**config.mk**
```make
export PLATFORM = sky130hd
export DESIGN_NAME = chunk_rollback_seq
export DESIGN_NICKNAME = d
export VERILOG_FILES = /design/src/rtl/rcv_pkg.sv /design/src/rtl/rcv_req_table.sv /design/src/rtl/rcv_ack_mask.sv /design/src/rtl/rcv_walker.sv /design/src/rtl/chunk_rollback_seq.sv
export SDC_FILE = /design/constraint.sdc
export NUM_CORES = 1
export LEC_CHECK = 0
export BUFFER_PORTS_ARGS = -buffer_cell sky130_fd_sc_hd__buf_4
export CORE_MARGIN = 5
export CORE_UTILIZATION = 35
export CTS_BUF_LIST = sky130_fd_sc_hd__clkbuf_16
export DETAILED_ROUTE_END_ITERATION = 16
export GPL_ROUTABILITY_DRIVEN = 0
export PLACE_DENSITY_LB_ADDON = 0.12
export SYNTH_ARGS = -nofsm -noshare
export SYNTH_HDL_FRONTEND = slang
export SYNTH_SLANG_ARGS = --single-unit
export TNS_END_PERCENT = 30
```
**constraint.sdc**
```tcl
create_clock -name clk -period 4.1 [get_ports clk]
set_clock_uncertainty 0.15 [all_clocks]
set_input_delay 0.615 -clock clk [delete_from_list [all_inputs] [get_ports clk]]
set_output_delay 0.615 -clock clk [all_outputs]
set_load 0.02 [all_outputs]
```
**src/rtl/rcv_pkg.sv**
```systemverilog
// Shared types for the chunk rollback sequencer.
// Assumes: nothing beyond IEEE 1800-2017.
package rcv_pkg;
    typedef enum logic [2:0] {
        ST_IDLE    = 3'd0,
        ST_SCAN    = 3'd1,
        ST_WAIT    = 3'd2,
        ST_UNDO    = 3'd3,
        ST_RESTORE = 3'd4
    } walk_st_t;
endpackage

```
**src/rtl/rcv_req_table.sv**
```systemverilog
// Incoming rollback request table. Holds one pending request per source
// core and acknowledges the lowest-numbered source whose target chunk is
// at or above the undone floor.
// Assumes: a source does not re-request before it is acknowledged.
module rcv_req_table #(
    parameter int NCHUNK = 4,
    parameter int NCORE  = 4,
    parameter int CW     = $clog2(NCHUNK),
    parameter int NW     = $clog2(NCORE)
) (
    input  logic          clk,
    input  logic          rst_n,
    input  logic          req_v_i,
    input  logic [NW-1:0] req_src_i,
    input  logic [CW-1:0] req_chunk_i,
    input  logic [CW:0]   floor_i,
    output logic          unsat_o,
    output logic          ack_v_o,
    output logic [NW-1:0] ack_dst_o
);
    logic [NCORE-1:0] pend_q;
    logic [CW-1:0]    tgt_q [NCORE];
    logic [NCORE-1:0] sat;
    logic             any_sat;
    logic [NW-1:0]    sel;

    // Mark entries whose target is already undone and pick the lowest.
    always_comb begin
        any_sat = 1'b0;
        sel     = '0;
        for (int c = NCORE - 1; c >= 0; c--) begin
            sat[c] = pend_q[c] && ({1'b0, tgt_q[c]} >= floor_i);
            if (sat[c]) begin
                any_sat = 1'b1;
                sel     = NW'(c);
            end
        end
        unsat_o = |(pend_q & ~sat);
    end

    // Store new requests, retire the acknowledged one.
    always_ff @(posedge clk) begin
        if (!rst_n) begin
            pend_q    <= '0;
            ack_v_o   <= 1'b0;
            ack_dst_o <= '0;
            for (int c = 0; c < NCORE; c++) tgt_q[c] <= '0;
        end else begin
            ack_v_o   <= any_sat;
            ack_dst_o <= sel;
            if (any_sat) pend_q[sel] <= 1'b0;
            if (req_v_i) begin
                pend_q[req_src_i] <= 1'b1;
                tgt_q[req_src_i]  <= req_chunk_i;
            end
        end
    end
endmodule

```
**src/rtl/rcv_ack_mask.sv**
```systemverilog
// Outstanding consumer acknowledgement mask for the chunk being unwound.
// Assumes: load and acknowledgements in one cycle resolve in favour of load.
module rcv_ack_mask #(
    parameter int NCORE = 4
) (
    input  logic             clk,
    input  logic             rst_n,
    input  logic             load_i,
    input  logic [NCORE-1:0] load_val_i,
    input  logic [NCORE-1:0] ack_i,
    output logic [NCORE-1:0] mask_o,
    output logic             clear_o
);
    // Arm with the producer row, then drop bits as consumers acknowledge.
    always_ff @(posedge clk) begin
        if (!rst_n)      mask_o <= '0;
        else if (load_i) mask_o <= load_val_i;
        else             mask_o <= mask_o & ~ack_i;
    end

    // Nothing left to wait for.
    assign clear_o = (mask_o == '0);
endmodule

```
**src/rtl/rcv_walker.sv**
```systemverilog
// Recovery walk state machine: youngest to oldest chunk, optional consumer
// rollback round per chunk, local undo handshake, checkpoint restore.
// Assumes: live_cnt_i stays stable while stall_o is high.
module rcv_walker
    import rcv_pkg::*;
#(
    parameter int NCHUNK = 4,
    parameter int NCORE  = 4,
    parameter int CW     = $clog2(NCHUNK)
) (
    input  logic                    clk,
    input  logic                    rst_n,
    input  logic                    start_i,
    input  logic [CW:0]             live_cnt_i,
    input  logic [NCHUNK*NCORE-1:0] prod_map_i,
    input  logic                    mask_clear_i,
    input  logic                    undo_done_i,
    output logic                    load_o,
    output logic [NCORE-1:0]        rb_out_o,
    output logic                    undo_req_o,
    output logic [CW-1:0]           undo_chunk_o,
    output logic                    ckpt_o,
    output logic                    stall_o,
    output logic [CW:0]             floor_o
);
    walk_st_t         st_q, st_d;
    logic [CW-1:0]    cur_q, cur_d;
    logic [CW:0]      floor_q, floor_d;
    logic [NCORE-1:0] row;

    // Producer row of the chunk under the cursor.
    assign row = prod_map_i[int'(cur_q) * NCORE +: NCORE];

    // Next-state and per-state strobes.
    always_comb begin
        st_d       = st_q;
        cur_d      = cur_q;
        floor_d    = floor_q;
        load_o     = 1'b0;
        rb_out_o   = '0;
        undo_req_o = 1'b0;
        ckpt_o     = 1'b0;
        case (st_q)
            ST_IDLE: begin
                if (start_i) begin
                    if (live_cnt_i == '0) begin
                        floor_d = '0;
                        st_d    = ST_RESTORE;
                    end else begin
                        cur_d   = CW'(live_cnt_i - 1'b1);
                        floor_d = live_cnt_i;
                        st_d    = ST_SCAN;
                    end
                end
            end
            ST_SCAN: begin
                if (row != '0) begin
                    load_o   = 1'b1;
                    rb_out_o = row;
                    st_d     = ST_WAIT;
                end else begin
                    st_d = ST_UNDO;
                end
            end
            ST_WAIT: begin
                if (mask_clear_i) st_d = ST_UNDO;
            end
            ST_UNDO: begin
                undo_req_o = 1'b1;
                if (undo_done_i) begin
                    floor_d = {1'b0, cur_q};
                    if (cur_q == '0) begin
                        st_d = ST_RESTORE;
                    end else begin
                        cur_d = cur_q - 1'b1;
                        st_d  = ST_SCAN;
                    end
                end
            end
            ST_RESTORE: begin
                ckpt_o = 1'b1;
                st_d   = ST_IDLE;
            end
            default: st_d = ST_IDLE;
        endcase
    end

    // State, cursor and undone-floor registers.
    always_ff @(posedge clk) begin
        if (!rst_n) begin
            st_q    <= ST_IDLE;
            cur_q   <= '0;
            floor_q <= '0;
        end else begin
            st_q    <= st_d;
            cur_q   <= cur_d;
            floor_q <= floor_d;
        end
    end

    assign undo_chunk_o = cur_q;
    assign stall_o      = (st_q != ST_IDLE);
    // While idle, everything at or above the live count counts as undone.
    assign floor_o      = stall_o ? floor_q : live_cnt_i;
endmodule

```
**src/rtl/chunk_rollback_seq.sv**
```systemverilog
// Top of the fault recovery sequencer. Joins the walk state machine, the
// consumer acknowledgement mask and the incoming request table.
// Assumes: producer rows are stable during recovery; one request per source.
module chunk_rollback_seq #(
    parameter int NCHUNK = 4,
    parameter int NCORE  = 4,
    parameter int CW     = $clog2(NCHUNK),
    parameter int NW     = $clog2(NCORE)
) (
    input  logic                    clk,
    input  logic                    rst_n,
    input  logic                    fault_i,
    input  logic [CW:0]             live_cnt_i,
    input  logic [NCHUNK*NCORE-1:0] prod_map_i,
    input  logic                    rb_req_i,
    input  logic [NW-1:0]           rb_src_i,
    input  logic [CW-1:0]           rb_chunk_i,
    input  logic [NCORE-1:0]        ack_in_i,
    input  logic                    undo_done_i,
    output logic [NCORE-1:0]        rb_out_o,
    output logic                    ack_out_o,
    output logic [NW-1:0]           ack_dst_o,
    output logic                    undo_req_o,
    output logic [CW-1:0]           undo_chunk_o,
    output logic                    ckpt_restore_o,
    output logic                    stall_o
);
    logic             unsat;
    logic             start;
    logic             mask_load;
    logic             mask_clear;
    logic [NCORE-1:0] pend_mask;
    logic [CW:0]      floor;

    // A local fault or a request for a still-live chunk starts a walk.
    assign start = fault_i | unsat;

    rcv_walker #(.NCHUNK(NCHUNK), .NCORE(NCORE), .CW(CW)) u_walk (
        .clk          (clk),
        .rst_n        (rst_n),
        .start_i      (start),
        .live_cnt_i   (live_cnt_i),
        .prod_map_i   (prod_map_i),
        .mask_clear_i (mask_clear),
        .undo_done_i  (undo_done_i),
        .load_o       (mask_load),
        .rb_out_o     (rb_out_o),
        .undo_req_o   (undo_req_o),
        .undo_chunk_o (undo_chunk_o),
        .ckpt_o       (ckpt_restore_o),
        .stall_o      (stall_o),
        .floor_o      (floor)
    );

    rcv_ack_mask #(.NCORE(NCORE)) u_mask (
        .clk        (clk),
        .rst_n      (rst_n),
        .load_i     (mask_load),
        .load_val_i (rb_out_o),
        .ack_i      (ack_in_i),
        .mask_o     (pend_mask),
        .clear_o    (mask_clear)
    );

    rcv_req_table #(.NCHUNK(NCHUNK), .NCORE(NCORE), .CW(CW), .NW(NW)) u_tab (
        .clk         (clk),
        .rst_n       (rst_n),
        .req_v_i     (rb_req_i),
        .req_src_i   (rb_src_i),
        .req_chunk_i (rb_chunk_i),
        .floor_i     (floor),
        .unsat_o     (unsat),
        .ack_v_o     (ack_out_o),
        .ack_dst_o   (ack_dst_o)
    );
endmodule


```
# After elaboration in Yosys (flattened, before gate mapping)
# Memory sizes are Yosys's and may differ from the RTL's.
# Index checks and enable logic that the tools add are counted.
[totals]
regBits = 19
ramBits = 8
input_bits = 32
out_inout_bits = 12
wordCells = 100
memories = 1
[classes]
add_sub_neg = 2
magnitude_cmp = 8
n_eq_ne = 9
shifts = 1
mux = 46
bitwise_logic = 8
n_reduce_logical = 18
[mem_list]
columns = ["memory", "depth", "word_bits", "read_ports", "rd_clocked_by_memory_dff", "wr", "line_no", "source"]
rows = [
  ["u_tab.tgt_q", 4, 2, 4, 0, 4, "rcv_req_table.sv:22", "logic [CW-1:0] tgt_q [NCORE];"],
]
[ops]
columns = ["op", "count"]
rows = [
  ["3-bit 2-to-1 mux", 9],
  ["4-bit 2-to-1 mux", 6],
  ["2-bit 2-to-1 mux", 10],
  ["1-bit 2-to-1 mux", 16],
  ["16-bit by 5-bit variable part select with 4-bit output", 1],
  ["4-bit bitwise AND", 3],
  ["2-bit by 3-bit >= comparator with 1-bit output", 4],
  ["4-bit inverter", 3],
  ["3-bit case mux with 4 select lines", 1],
  ["2-bit != test, second input constant", 5],
  ["3-bit by 2-bit == test with 1-bit output, second input constant", 2],
  ["1-bit logical AND", 6],
  ["3-bit logical NOT", 2],
  ["2-bit by 3-bit less-than comparator with 1-bit output, second input constant", 2],
  ["3-bit case mux with 2 select lines", 1],
  ["3-bit AND reduction", 2],
  ["5-bit AND reduction", 1],
  ["1-bit demux with 2-bit select", 2],
  ["2-bit by 1-bit >= comparator with 1-bit output, second input constant", 2],
  ["4-bit logical NOT", 1],
  ["4-bit OR", 1],
  ["2-bit case mux with 2 select lines", 1],
  ["4-bit nonzero test", 1],
  ["4-bit OR reduction", 1],
  ["8 further kinds", 9],
]

# Longest topological paths before layout
# Gate-level depths: netlist of run 1.
[depth]
word_depth = 18
mapped_depth = 13

# Hierarchy
# A second synthesis of run 1 with hierarchy kept.
[unflattened]
cells_unflattened = 172
hier_area_um2 = 1726.7
[by_module_without_submodules]
columns = ["mod", "instances", "cells_each", "area_each_um2"]
rows = [
  ["rcv_req_table", 1, 84, 870.8],
  ["rcv_walker", 1, 74, 680.7],
  ["rcv_ack_mask", 1, 13, 168.9],
  ["chunk_rollback_seq", 1, 1, 6.3],
]

# Least setup slack after synthesis of run 1
# Ideal clock, no wire load.
[synth_timing]
path_kind = "reg2reg"
from = "register u_walk.st_q[1]"
to = "register u_walk.cur_q[1], in the netlist u_walk.undo_chunk_o[1]"
arrival_time_ps = 2738
required_time_ps = 3831
path_slack_ps = 1093
stages_incl_launch_ff = 14
n_path_buf = 2
path_cell_list = "dfxtp_1 > buf_2 > or3_1 > clkbuf_1 > nand2_1 > o21ai_0 > ha_1 > nand2b_1 > nand3_1 > o221ai_1 > nand3_1 > o21ai_4 > nor2_1 > o221a_1"
[synth_between]
elab_chain_len = 10
[synth_lines]
columns = ["element", "line_no", "source"]
rows = [
  ["start: declaration", "rcv_walker.sv:26", "walk_st_t st_q, st_d;"],
  ["start signal: assignment", "rcv_walker.sv:95", "st_q <= st_d;"],
  ["3-bit nonzero test (*)", "rcv_walker.sv:102", "assign stall_o = (st_q != ST_IDLE);"],
  ["via stall_o", "chunk_rollback_seq.sv:26", "output logic stall_o"],
  ["3-bit 2-to-1 mux (*)", "rcv_walker.sv:104", "assign floor_o = stall_o ? floor_q : live_cnt_i;"],
  ["2-bit by 3-bit >= comparator with 1-bit output", "rcv_req_table.sv:32", "sat[c] = pend_q[c] && ({1'b0, tgt_q[c]} >= floor_i);"],
  ["1-bit logical AND", "rcv_req_table.sv:32", ""],
  ["4-bit inverter (*)", "rcv_req_table.sv:38", "unsat_o = |(pend_q & ~sat);"],
  ["4-bit bitwise AND (*)", "rcv_req_table.sv:38", ""],
  ["4-bit OR reduction (*)", "rcv_req_table.sv:38", ""],
  ["1-bit OR (*)", "chunk_rollback_seq.sv:36", "assign start = fault_i | unsat;"],
  ["2-bit != test (no line) (*)", "--", ""],
  ["5-bit AND reduction (no line) (*)", "--", ""],
  ["end signal: assignment", "rcv_walker.sv:96", "cur_q <= cur_d;"],
  ["end: declaration", "rcv_walker.sv:27", "logic [CW-1:0] cur_q, cur_d;"],
]
# The timed path passes the listed nets; every way through them passes the cells marked *.
# A chain may end at the register's enable or synchronous reset.

# Final worst setup path of run 1
[layout_timing]
from = "register u_walk.st_q[0]"
to = "register u_walk.cur_q[1], in the netlist u_walk.undo_chunk_o[1]"
[layout_between]
elab_chain_len = 10
[layout_lines]
columns = ["element", "line_no"]
rows = [
  ["3-bit nonzero test", "rcv_walker.sv:102"],
  ["3-bit 2-to-1 mux", "rcv_walker.sv:104"],
  ["2-bit by 3-bit >= comparator with 1-bit output", "rcv_req_table.sv:32"],
  ["1-bit logical AND", "rcv_req_table.sv:32"],
  ["4-bit inverter", "rcv_req_table.sv:38"],
  ["4-bit bitwise AND", "rcv_req_table.sv:38"],
  ["4-bit OR reduction", "rcv_req_table.sv:38"],
  ["1-bit OR", "chunk_rollback_seq.sv:36"],
  ["2-bit != test (no line)", "--"],
  ["5-bit AND reduction (no line)", "--"],
]
# Several ways; a longest one is shown, not always the timed one.

==> results.sh, run 1 <==
export IMPL_ys_seq_area_share_pct=35.5
export IMPL_clk_pin_slew_ps=60
export IMPL_worst_path_most_repeated_cell="nand3_1"
export IMPL_fin_ws_ps=841
export IMPL_num_nets_final=265
export IMPL_finalSetupTns_ps=0
export IMPL_top_layer_used="met4"
export IMPL_cts_htree_levels=1
export IMPL_grt_pass1_vias=1403
export IMPL_synth_compound_area_share_pct=22.0
export IMPL_relSlewSlack_pct=53.3
export IMPL_tightest_slew_ps=700
export IMPL_clk_insertion_delay_late_ps=260
export IMPL_overflow=0
export IMPL_slowest_stage="dfxtp_1"
export IMPL_drc=0
export IMPL_die_h_um=80.7
export IMPL_worstSetupPathType="reg2reg"
export IMPL_antenna_found_initial=0
export IMPL_cp_cell_sequence="or3_1, nand2_1, o21ai_0, ha_1, nand2b_1, nand3_1, o221ai_1, nand3_1, o21ai_4, nor2_1, o221a_1"
export IMPL_hp_start="u_walk.floor_q[0]$_SDFFE_PN0P_"
export IMPL_synth_flop_cell="dfxtp_1"
export IMPL_fin_crit_sh_pct=79.5
export IMPL_max_freq_ghz=0.307
export IMPL_post_drt_wl_per_cell_um=14.1
export IMPL_critical_path_peak_fanout=21
export IMPL_slew_violations=0
export IMPL_yosysTopAreaCellShare_pct=21.7
export IMPL_grt_max_degree=22
export IMPL_die_w_um=80.7
export IMPL_avgSynthCellArea_um2=9.11
export IMPL_synth_seq_cells=27
export IMPL_cts_buffers=3
export IMPL_critPathLaunch="u_walk.st_q[0]$_SDFFE_PN0P_"
export IMPL_vias=1494
export IMPL_p_per_area_mw_per_mm2=546
export IMPL_grt_pass1_wl_um=7020
export IMPL_p_leak_nw=0.934
export IMPL_final_cell_area_mm2=0.00217
export IMPL_wl_met3_um=215
export IMPL_yosysTopAreaCell="dfxtp_1"
export IMPL_ant_nets=0
export IMPL_cts_sinks=27
export IMPL_pre_cts_slack_ps=828
export IMPL_core_mm2=0.00479
export IMPL_clockRootBuffer="clkbuf_16"
export IMPL_synth_commonest_cells="dfxtp_1 (19), inv_1 (16), nand3_1 (16)"
export IMPL_drt_iter0_markers=72
export IMPL_worstHoldPathType="reg2reg"
export IMPL_status="completed"
export IMPL_dp_hpwl_um=3340
export IMPL_worstPathArrival_ps=3260
export IMPL_antennaDiodeCount=0
export IMPL_synth_simple_area_share_pct=25.4
export IMPL_rsz0062_at_grt="no"
export IMPL_synth_warning_count=0
export IMPL_ctsHoldBuffers=0
export IMPL_grt_total_usage_pct=13.8
export IMPL_cts_tree="yes"
export IMPL_synth_top_family_by_area="simple AND/OR/NAND/NOR gates"
export IMPL_crit_path_start_kind="flop"
export IMPL_cts_setup_buffers=0
export IMPL_cpLargestDelayFamily="simple AND/OR/NAND/NOR gates"
export IMPL_ios=44
export IMPL_synth_fa_ha_area_share_pct=3.51
export IMPL_endpoint_kind="flop"
export IMPL_met2WireLength_um=1950
export IMPL_synth_xor_area_share_pct=1.00
export IMPL_placed_cell_area_mm2=0.00210
export IMPL_ys_top_cells_by_area="dfxtp_1 (22%), edfxtp_1 (14%), mux4_2 (5.2%)"
export IMPL_synth_nets=228
export IMPL_rows=25
export IMPL_cts_repair_resized=0
export IMPL_setup_violations=0
export IMPL_synth_edf_count=8
export IMPL_worstPathRequired_ps=4100
export IMPL_drt_wl_total_um=4160
export IMPL_wl_met1_um=1970
export IMPL_drive_gt1_share_pct=28.9
export IMPL_yosysMostFrequentCell="dfxtp_1"
export IMPL_postSynthCellCount=192
export IMPL_io_buffers=43
export IMPL_dieArea_mm2=0.00651
export IMPL_async_flop_share_pct=0
export IMPL_peakVddDrop_v=0.000297
export IMPL_r2r_start="u_walk.st_q[0]$_SDFFE_PN0P_"
export IMPL_start_util_pct=36.5
export IMPL_drtPass1Iterations=4
export IMPL_hold_viol=0
export IMPL_path_buf_inv=0
export IMPL_area_growth_pct=24.3
export IMPL_cpPeakStageDelay_ps=530
export IMPL_clk_path_buf_depth=2
export IMPL_finalCriticalPeriod_ps=3260
export IMPL_maxCapViolations=0
export IMPL_synthDistinctLibCells=54
export IMPL_syn_area_mm2=0.00175
export IMPL_vias_per_cell=5.06
export IMPL_synthMuxAreaShare_pct=5.72
[stage by stage]
stage	utilization (%)	hold slack [ps]	instances	power, mW
6_report	45.4	309	295	1.19
3_3_place_gp	43.8	299	291	0.983
2_1_floorplan	-	274	192	0.837
5_1_grt	45.4	355	295	1.29
4_1_cts	45.4	311	295	1.20
3_5_place_dp	43.8	301	291	0.983
[where the power goes]
part / internal, mW / leakage, nW / switching [mW]
Sequential: 0.324 / 0.234 / 0.0883
Clock: 0.130 / 0.0423 / 0.0836
Combinational: 0.255 / 0.658 / 0.308
Total: 0.709 / 0.934 / 0.479
[sequential cells by signal, indices dropped and copies added (netlist names)]
name                 cells
u_mask.mask_o            4
u_tab.ack_dst_o          2
u_tab.ack_v_o            1
u_tab.pend_q             4
u_tab.tgt_q              8
u_walk.floor_q           3
u_walk.st_q              3
u_walk.undo_chunk_o      2
[path summary, 6_finish.rpt]
check | endpoint | slack, ps | depth (start not counted)
worst min register to register | u_walk.floor_q[0]$_SDFFE_PN0P_ | 310 | 2
worst max register to register | u_walk.undo_chunk_o[1]$_SDFFE_PN0P_ | 840 | 11
worst min-delay path | u_walk.floor_q[0]$_SDFFE_PN0P_ | 310 | 2
worst max-delay path | u_walk.undo_chunk_o[1]$_SDFFE_PN0P_ | 840 | 11
[worst min-delay path: stages, from the launching register on]
cell     delay (ps)
dfxtp_1         320
inv_1            50
a21oi_1          50
[cells by family after synthesis]
logic type,count (synthesis)
flip-flops,27
XOR/XNOR,2
buffers and inverters,27
AND/OR/NAND/NOR,82
AO/OA/AOI/OAI,44
multiplexers,5
adder cells (fa/ha/maj),5
[area by class of cell]
cell class	instances	area, µm²
Sequential cell	27	621
Clock inverter	1	3.75
Multi-Input combinational cell	138	1010
Inverter	16	60.1
Clock buffer	3	75.1
Tap cell	67	83.8
Timing Repair Buffer	43	323
Fill cell	497	2610
[cell usage in the layout, fill, tap and decap left out, types with 2 or more instances in the layout]
cell type	n
o21ai_0	5
inv_1	17
or4b_1	2
edfxtp_1	8
nor3_1	2
nand3_1	16
buf_4	43
a31o_1	2
nand2_1	14
and2_1	6
dfxtp_1	19
mux4_2	4
ha_1	4
clkbuf_16	3
nor4b_1	2
a21oi_1	9
and3_1	8
a31oi_1	5
nand2b_1	6
a31o_2	2
a32o_1	2
nor3b_1	3
nor2_1	15
nor4_1	2
[layer usage]
layer	global-route usage [%]	vias to the layer above
li1	-	780
met1	18.3	686
met2	23.0	26
met5	0	-
met3	3.25	2
met4	2.03	0
No activity file was read; power rests on OpenSTA's default activity.
==> run 2, diff against run 1 <==
==> constraint.sdc (replaced) <==
create_clock -name clk -period 3.27 [get_ports clk]
set_clock_uncertainty 0.15 [all_clocks]
set_input_delay 0.4905 -clock clk [delete_from_list [all_inputs] [get_ports clk]]
set_output_delay 0.4905 -clock clk [all_outputs]
set_load 0.02 [all_outputs]
==> run 2 against run 1 <==
  * First-iteration DRC count is 31% lower
  * Sequential power grew 14%
  * Cell area up 1.0%
  * Wire length rose by 2.4%
  * Worst setup slack worse by 560 ps
  * Global-route usage rose by 0.32 points
  * Power grew 27%
  * Combinational power is 36% higher
  * Via count up 1.6%
  * Clock-buffer cell count unchanged
  * Cell count grew 1.0%
  * Sequential cell count unchanged
  * Critical path type unchanged
==> results.sh, run 2 (synthesized netlist as in run 1, its figures left out) <==
export IMPL_io_buffers=43
export IMPL_whs_path_depth=2
export IMPL_area_growth_pct=25.6
export IMPL_vias_per_cell=5.09
export IMPL_worstPathRequired_ps=3270
export IMPL_seqCellArea_um2=621
export IMPL_clockRootBuffer="clkbuf_16"
export IMPL_cpPeakStageDelay_ps=440
export IMPL_grt_total_usage_pct=14.1
export IMPL_dieArea_mm2=0.00651
export IMPL_cts_htree_levels=1
export IMPL_ios=44
export IMPL_reg_top3="u_tab.tgt_q (8), u_mask.mask_o (4), u_tab.pend_q (4)"
export IMPL_final_common_cell="buf_4"
export IMPL_reg2reg_to="u_walk.undo_chunk_o[1]$_SDFFE_PN0P_"
export IMPL_status="completed"
export IMPL_grt_pass1_vias=1555
export IMPL_antennaDiodeCount=0
export IMPL_p_leak_nw=0.949
export IMPL_worst_path_most_repeated_cell="nand3_1"
export IMPL_reg2reg_depth=11
export IMPL_endpoint_kind="flop"
export IMPL_critPathLaunch="u_walk.st_q[2]$_SDFFE_PN0P_"
export IMPL_clk_pin_slew_ps=60
export IMPL_worstSetupPathType="reg2reg"
export IMPL_grt_max_degree=21
export IMPL_finalCriticalPeriod_ps=2980
export IMPL_drc=0
export IMPL_setup_violations=0
export IMPL_cts_setup_buffers=0
export IMPL_grt_pass1_wl_um=7200
export IMPL_critical_path_peak_fanout=8
export IMPL_clk_insertion_delay_late_ps=260
export IMPL_finalSetupTns_ps=0
export IMPL_num_nets_final=268
export IMPL_worstPathArrival_ps=2990
export IMPL_slew_violations=0
export IMPL_pre_cts_slack_ps=319
export IMPL_rows=25
export IMPL_overflow=0
export IMPL_fillers=453
export IMPL_ant_nets=0
export IMPL_die_w_um=80.7
export IMPL_post_drt_wl_per_cell_um=14.3
export IMPL_worstHoldPathType="reg2reg"
export IMPL_drt_iter0_markers=50
export IMPL_ctsHoldBuffers=0
export IMPL_vias=1518
export IMPL_cts_repair_resized=0
export IMPL_max_flop_register="u_tab.tgt_q"
export IMPL_fin_util_pct=45.9
export IMPL_antenna_found_initial=0
export IMPL_clk_path_buf_depth=2
export IMPL_max_freq_ghz=0.335
export IMPL_cpLargestDelayFamily="simple AND/OR/NAND/NOR gates"
export IMPL_p_per_area_mw_per_mm2=684
export IMPL_cts_sinks=27
export IMPL_layout_common_cells="buf_4 (46), dfxtp_1 (19), inv_1 (17), nand3_1 (16), nor2_1 (15)"
export IMPL_die_h_um=80.7
export IMPL_drtPass1Iterations=4
export IMPL_maxCapViolations=0
export IMPL_cts_buffers=3
export IMPL_hp_start="u_walk.floor_q[0]$_SDFFE_PN0P_"
export IMPL_drt_wl_total_um=4250
export IMPL_cp_cell_sequence="or3_1, nand2_1, o21ai_0, ha_1, nand2b_1, nand3_1, o221ai_1, nand3_1, o21ai_4, nor2_1, o221a_1"
export IMPL_drive_gt1_share_pct=29.9
export IMPL_crit_path_start_kind="flop"
export IMPL_tightest_slew_ps=632
export IMPL_fin_total_pwr_mw=1.50
export IMPL_path_buf_inv=0
export IMPL_largest_reg_flops=8
export IMPL_peakVddDrop_v=0.000382
export IMPL_start_util_pct=36.5
export IMPL_cts_tree="yes"
export IMPL_fin_ws_ps=285
export IMPL_r2r_start="u_walk.st_q[2]$_SDFFE_PN0P_"
export IMPL_hold_viol=0
export IMPL_fin_crit_sh_pct=91.3
export IMPL_r2r_slack_ps=290
export IMPL_multi_input_area_mm2=0.00101
export IMPL_dp_hpwl_um=3380
export IMPL_slowest_stage="or3_1"
export IMPL_core_mm2=0.00479
export IMPL_rsz0062_at_grt="no"
export IMPL_hold_path_end="u_walk.floor_q[0]$_SDFFE_PN0P_"
export IMPL_relSlewSlack_pct=57.3
## run 2: worst register-to-register path: cells and delay by family, from the launching register on
kind,cells,cell delay (ps)
AND/OR/NAND/NOR,6,1070
flip-flops,1,310
AO/OA/AOI/OAI,4,1000
adder cells (fa/ha/maj),1,340
## run 2: final cells by class
cell class,count,area share (%)
clock inverter,1,0.171
multi-input combinational,138,45.9
clock buffer,3,3.42
sequential,27,28.2
tap,67,3.82
timing repair buffer,46,15.7
inverter,16,2.73
## run 2: metrics by stage
| step | cell area, µm² | hold slack [ps] | instances |
|---|---|---|---|
| global placement | 2120 | 297 | 294 |
| floorplan | 1750 | 274 | 192 |
| detailed placement | 2120 | 301 | 294 |
| global route | 2200 | 348 | 298 |
| finish | 2200 | 302 | 298 |
| CTS | 2200 | 311 | 298 |
## run 2: per-layer routing
| metal | routed length (µm) | part of all wire, % | GRT usage, % |
|---|---|---|---|
| met2 | 2020 | 48 | 23.3 |
| met4 | 27 | 0.63 | 4.05 |
| met1 | 1980 | 47 | 18.4 |
| met3 | 225 | 5.3 | 2.91 |
| met5 | 0 | 0 | 0 |
## run 2: power breakdown
part           internal [mW]  total [mW]  leakage (nW)  switching, mW
combinational          0.332       0.766         0.674          0.433
clock                  0.164       0.269        0.0423          0.105
sequential             0.406       0.469         0.234         0.0629
total                  0.902        1.50         0.949          0.601
## run 2: how the worst max path moves through the flow
stage / cells after the start / slack [ps] / endpoint
global route: 10 / 70 / u_walk.undo_chunk_o[1]$_SDFFE_PN0P_
global placement: 11 / 360 / u_walk.undo_chunk_o[1]$_SDFFE_PN0P_
CTS: 10 / 300 / u_walk.undo_chunk_o[1]$_SDFFE_PN0P_
detailed placement: 10 / 320 / u_walk.undo_chunk_o[1]$_SDFFE_PN0P_
finish: 11 / 290 / u_walk.undo_chunk_o[1]$_SDFFE_PN0P_
floorplan: 13 / 260 / u_walk.undo_chunk_o[1]$_SDFFE_PN0P_
==> run 3, diff against run 2 <==
--- a/config.mk
+++ b/config.mk
@@ -11,6 +11,7 @@
 export CTS_BUF_LIST = sky130_fd_sc_hd__clkbuf_16
 export DETAILED_ROUTE_END_ITERATION = 16
 export GPL_ROUTABILITY_DRIVEN = 0
+export HOLD_SLACK_MARGIN = 0.08
 export PLACE_DENSITY_LB_ADDON = 0.12
 export SYNTH_ARGS = -nofsm -noshare
 export SYNTH_HDL_FRONTEND = slang
==> constraint.sdc (replaced) <==
create_clock -name clk -period 3.62 [get_ports clk]
set_clock_uncertainty 0.15 [all_clocks]
set_input_delay 0.543 -clock clk [delete_from_list [all_inputs] [get_ports clk]]
set_output_delay 0.543 -clock clk [all_outputs]
set_load 0.02 [all_outputs]
==> run 3 against run 2 <==
  * Sequential cell count unchanged
  * First-iteration DRC count grew 42%
  * Non-clock buffer count fell by 1
  * Global-route usage is 0.16 points lower
  * Cell count down 0.34%
  * Power fell by 8.8%
  * Critical endpoint unchanged
  * Highest routed layer unchanged
==> results.sh, run 3 (synthesized netlist as in run 1, its figures left out) <==
export IMPL_dieArea_mm2=0.00651
export IMPL_clockRootBuffer="clkbuf_16"
export IMPL_drc=0
export IMPL_reg_top3="u_tab.tgt_q (8), u_mask.mask_o (4), u_tab.pend_q (4)"
export IMPL_maxCapViolations=0
export IMPL_fin_crit_sh_pct=86.3
export IMPL_relSlewSlack_pct=52.7
export IMPL_multi_input_area_mm2=0.00101
export IMPL_io_buffers=43
export IMPL_final_common_cell="buf_4"
export IMPL_clk_pin_slew_ps=70
export IMPL_critical_path_peak_fanout=11
export IMPL_cts_repair_resized=0
export IMPL_cts_setup_buffers=0
export IMPL_post_drt_wl_per_cell_um=14.5
export IMPL_ant_nets=0
export IMPL_overflow=0
export IMPL_worstPathArrival_ps=3120
export IMPL_ctsHoldBuffers=0
export IMPL_setup_violations=0
export IMPL_worst_path_most_repeated_cell="nand3_1"
export IMPL_ios=44
export IMPL_hold_viol=0
export IMPL_grt_pass1_vias=1483
export IMPL_fin_util_pct=45.8
export IMPL_num_nets_final=267
export IMPL_dp_cells=293
export IMPL_peakVddDrop_v=0.000344
export IMPL_rows=25
export IMPL_cts_sinks=27
export IMPL_clk_path_buf_depth=2
export IMPL_dp_hpwl_um=3430
export IMPL_fin_cells=297
export IMPL_start_util_pct=36.5
export IMPL_clockPowerShare_pct=18.2
export IMPL_cp_cell_sequence="or3_1, nand2_1, o21ai_0, ha_1, nand2b_1, nand3_1, o221ai_1, nand3_1, o21ai_4, nor2_1, o221a_1"
export IMPL_clk_insertion_delay_late_ps=260
export IMPL_finalSetupTns_ps=0
export IMPL_drt_iter0_markers=71
export IMPL_fin_ws_ps=498
export IMPL_grtUsageMet2_pct=22.8
export IMPL_power_frac_comb_pct=50.3
export IMPL_pre_cts_slack_ps=522
export IMPL_path_buf_inv=0
export IMPL_finalCriticalPeriod_ps=3120
export IMPL_cpPeakStageDelay_ps=500
export IMPL_crit_path_start_kind="flop"
export IMPL_core_mm2=0.00479
export IMPL_worstHoldPathType="reg2reg"
export IMPL_slew_violations=0
export IMPL_vias_per_cell=5.10
export IMPL_fillers=490
export IMPL_slowest_stage="or3_1"
export IMPL_drtPass1Iterations=4
export IMPL_largest_reg_flops=8
export IMPL_top_usage_layer="met2"
export IMPL_p_leak_nw=0.944
export IMPL_vias=1515
export IMPL_pwr_share_seq_pct=31.4
export IMPL_antennaDiodeCount=0
export IMPL_grt_max_degree=21
export IMPL_grt_total_usage_pct=13.9
export IMPL_rsz0062_at_grt="no"
export IMPL_worstSetupPathType="reg2reg"
export IMPL_internal_power_mw=0.814
export IMPL_layout_common_cells="buf_4 (45), dfxtp_1 (19), inv_1 (17), nand3_1 (16), nor2_1 (15)"
export IMPL_drive_gt1_share_pct=29.6
export IMPL_p_per_area_mw_per_mm2=626
export IMPL_met1_usage_pct=19.5
export IMPL_tightest_slew_ps=700
export IMPL_drt_wl_total_um=4320
export IMPL_die_h_um=80.7
export IMPL_status="completed"
export IMPL_seqCellArea_um2=621
export IMPL_cts_tree="yes"
export IMPL_max_flop_register="u_tab.tgt_q"
export IMPL_holdWs_ps=312
export IMPL_cts_htree_levels=1
export IMPL_endpoint_kind="flop"
export IMPL_globalRouteMet3Util_pct=2.47
export IMPL_p_sw_mw=0.558
export IMPL_worstPathRequired_ps=3620
export IMPL_cts_buffers=3
export IMPL_max_freq_ghz=0.320
export IMPL_grt_pass1_wl_um=7150
export IMPL_area_growth_pct=25.2
export IMPL_antenna_found_initial=0
export IMPL_swShare_pct=40.7
export IMPL_die_w_um=80.7
export IMPL_cpLargestDelayFamily="simple AND/OR/NAND/NOR gates"
run 3: changes by cell type in the layout (fill, tap and decap cells not counted):
cell / previous run / this run
buf_4: 46 / 45
run 3: path summary, 6_finish.rpt:
kind                                  startpoint                             endpoint  slack [ps]  cells past startpoint
setup reg to reg     u_walk.st_q[2]$_SDFFE_PN0P_  u_walk.undo_chunk_o[1]$_SDFFE_PN0P_         500                     11
hold reg to reg   u_walk.floor_q[0]$_SDFFE_PN0P_       u_walk.floor_q[0]$_SDFFE_PN0P_         310                      2
setup / recovery     u_walk.st_q[2]$_SDFFE_PN0P_  u_walk.undo_chunk_o[1]$_SDFFE_PN0P_         500                     11
hold / removal    u_walk.floor_q[0]$_SDFFE_PN0P_       u_walk.floor_q[0]$_SDFFE_PN0P_         310                      2
run 3: metal layers:
metal | wire (µm) | up-vias
li1 | - | 781
met1 | 2190 | 703
met2 | 1940 | 26
met3 | 159 | 5
met4 | 26 | 0
met5 | 0 | -
run 3: power groups by stage:
stage          registers, mW  clock network [mW]  logic (mW)
2_1_floorplan          0.417                   0       0.531
3_3_place_gp           0.440                   0       0.687
3_5_place_dp           0.437                   0       0.690
4_1_cts                0.431               0.257       0.693
5_1_grt                0.440               0.267       0.764
6_report               0.431               0.250       0.690
run 3: cell type report:
cell class	count	share of cell area (%)
flip-flops and latches	27	28.3
inverters	16	2.74
clock buffers	3	3.43
repair buffers	45	15.4
multi-input cells	138	46.1
well taps	67	3.83
clock inverters	1	0.171
run 3: through the flow:
stage / power (mW) / instance area, µm²
after detailed placement: 1.13 / 2110
final: 1.37 / 2190
after global routing: 1.47 / 2190
after global placement: 1.13 / 2110
after floorplan: 0.948 / 1750
after CTS: 1.38 / 2190
run 3: worst reg2reg max path, cell delays in order (launching register included):
cell and delay, ps:
dfxtp_1 430, or3_1 500, nand2_1 90, o21ai_0 180
ha_1 340, nand2b_1 130, nand3_1 100, o221ai_1 260
nand3_1 210, o21ai_4 280, nor2_1 80, o221a_1 250
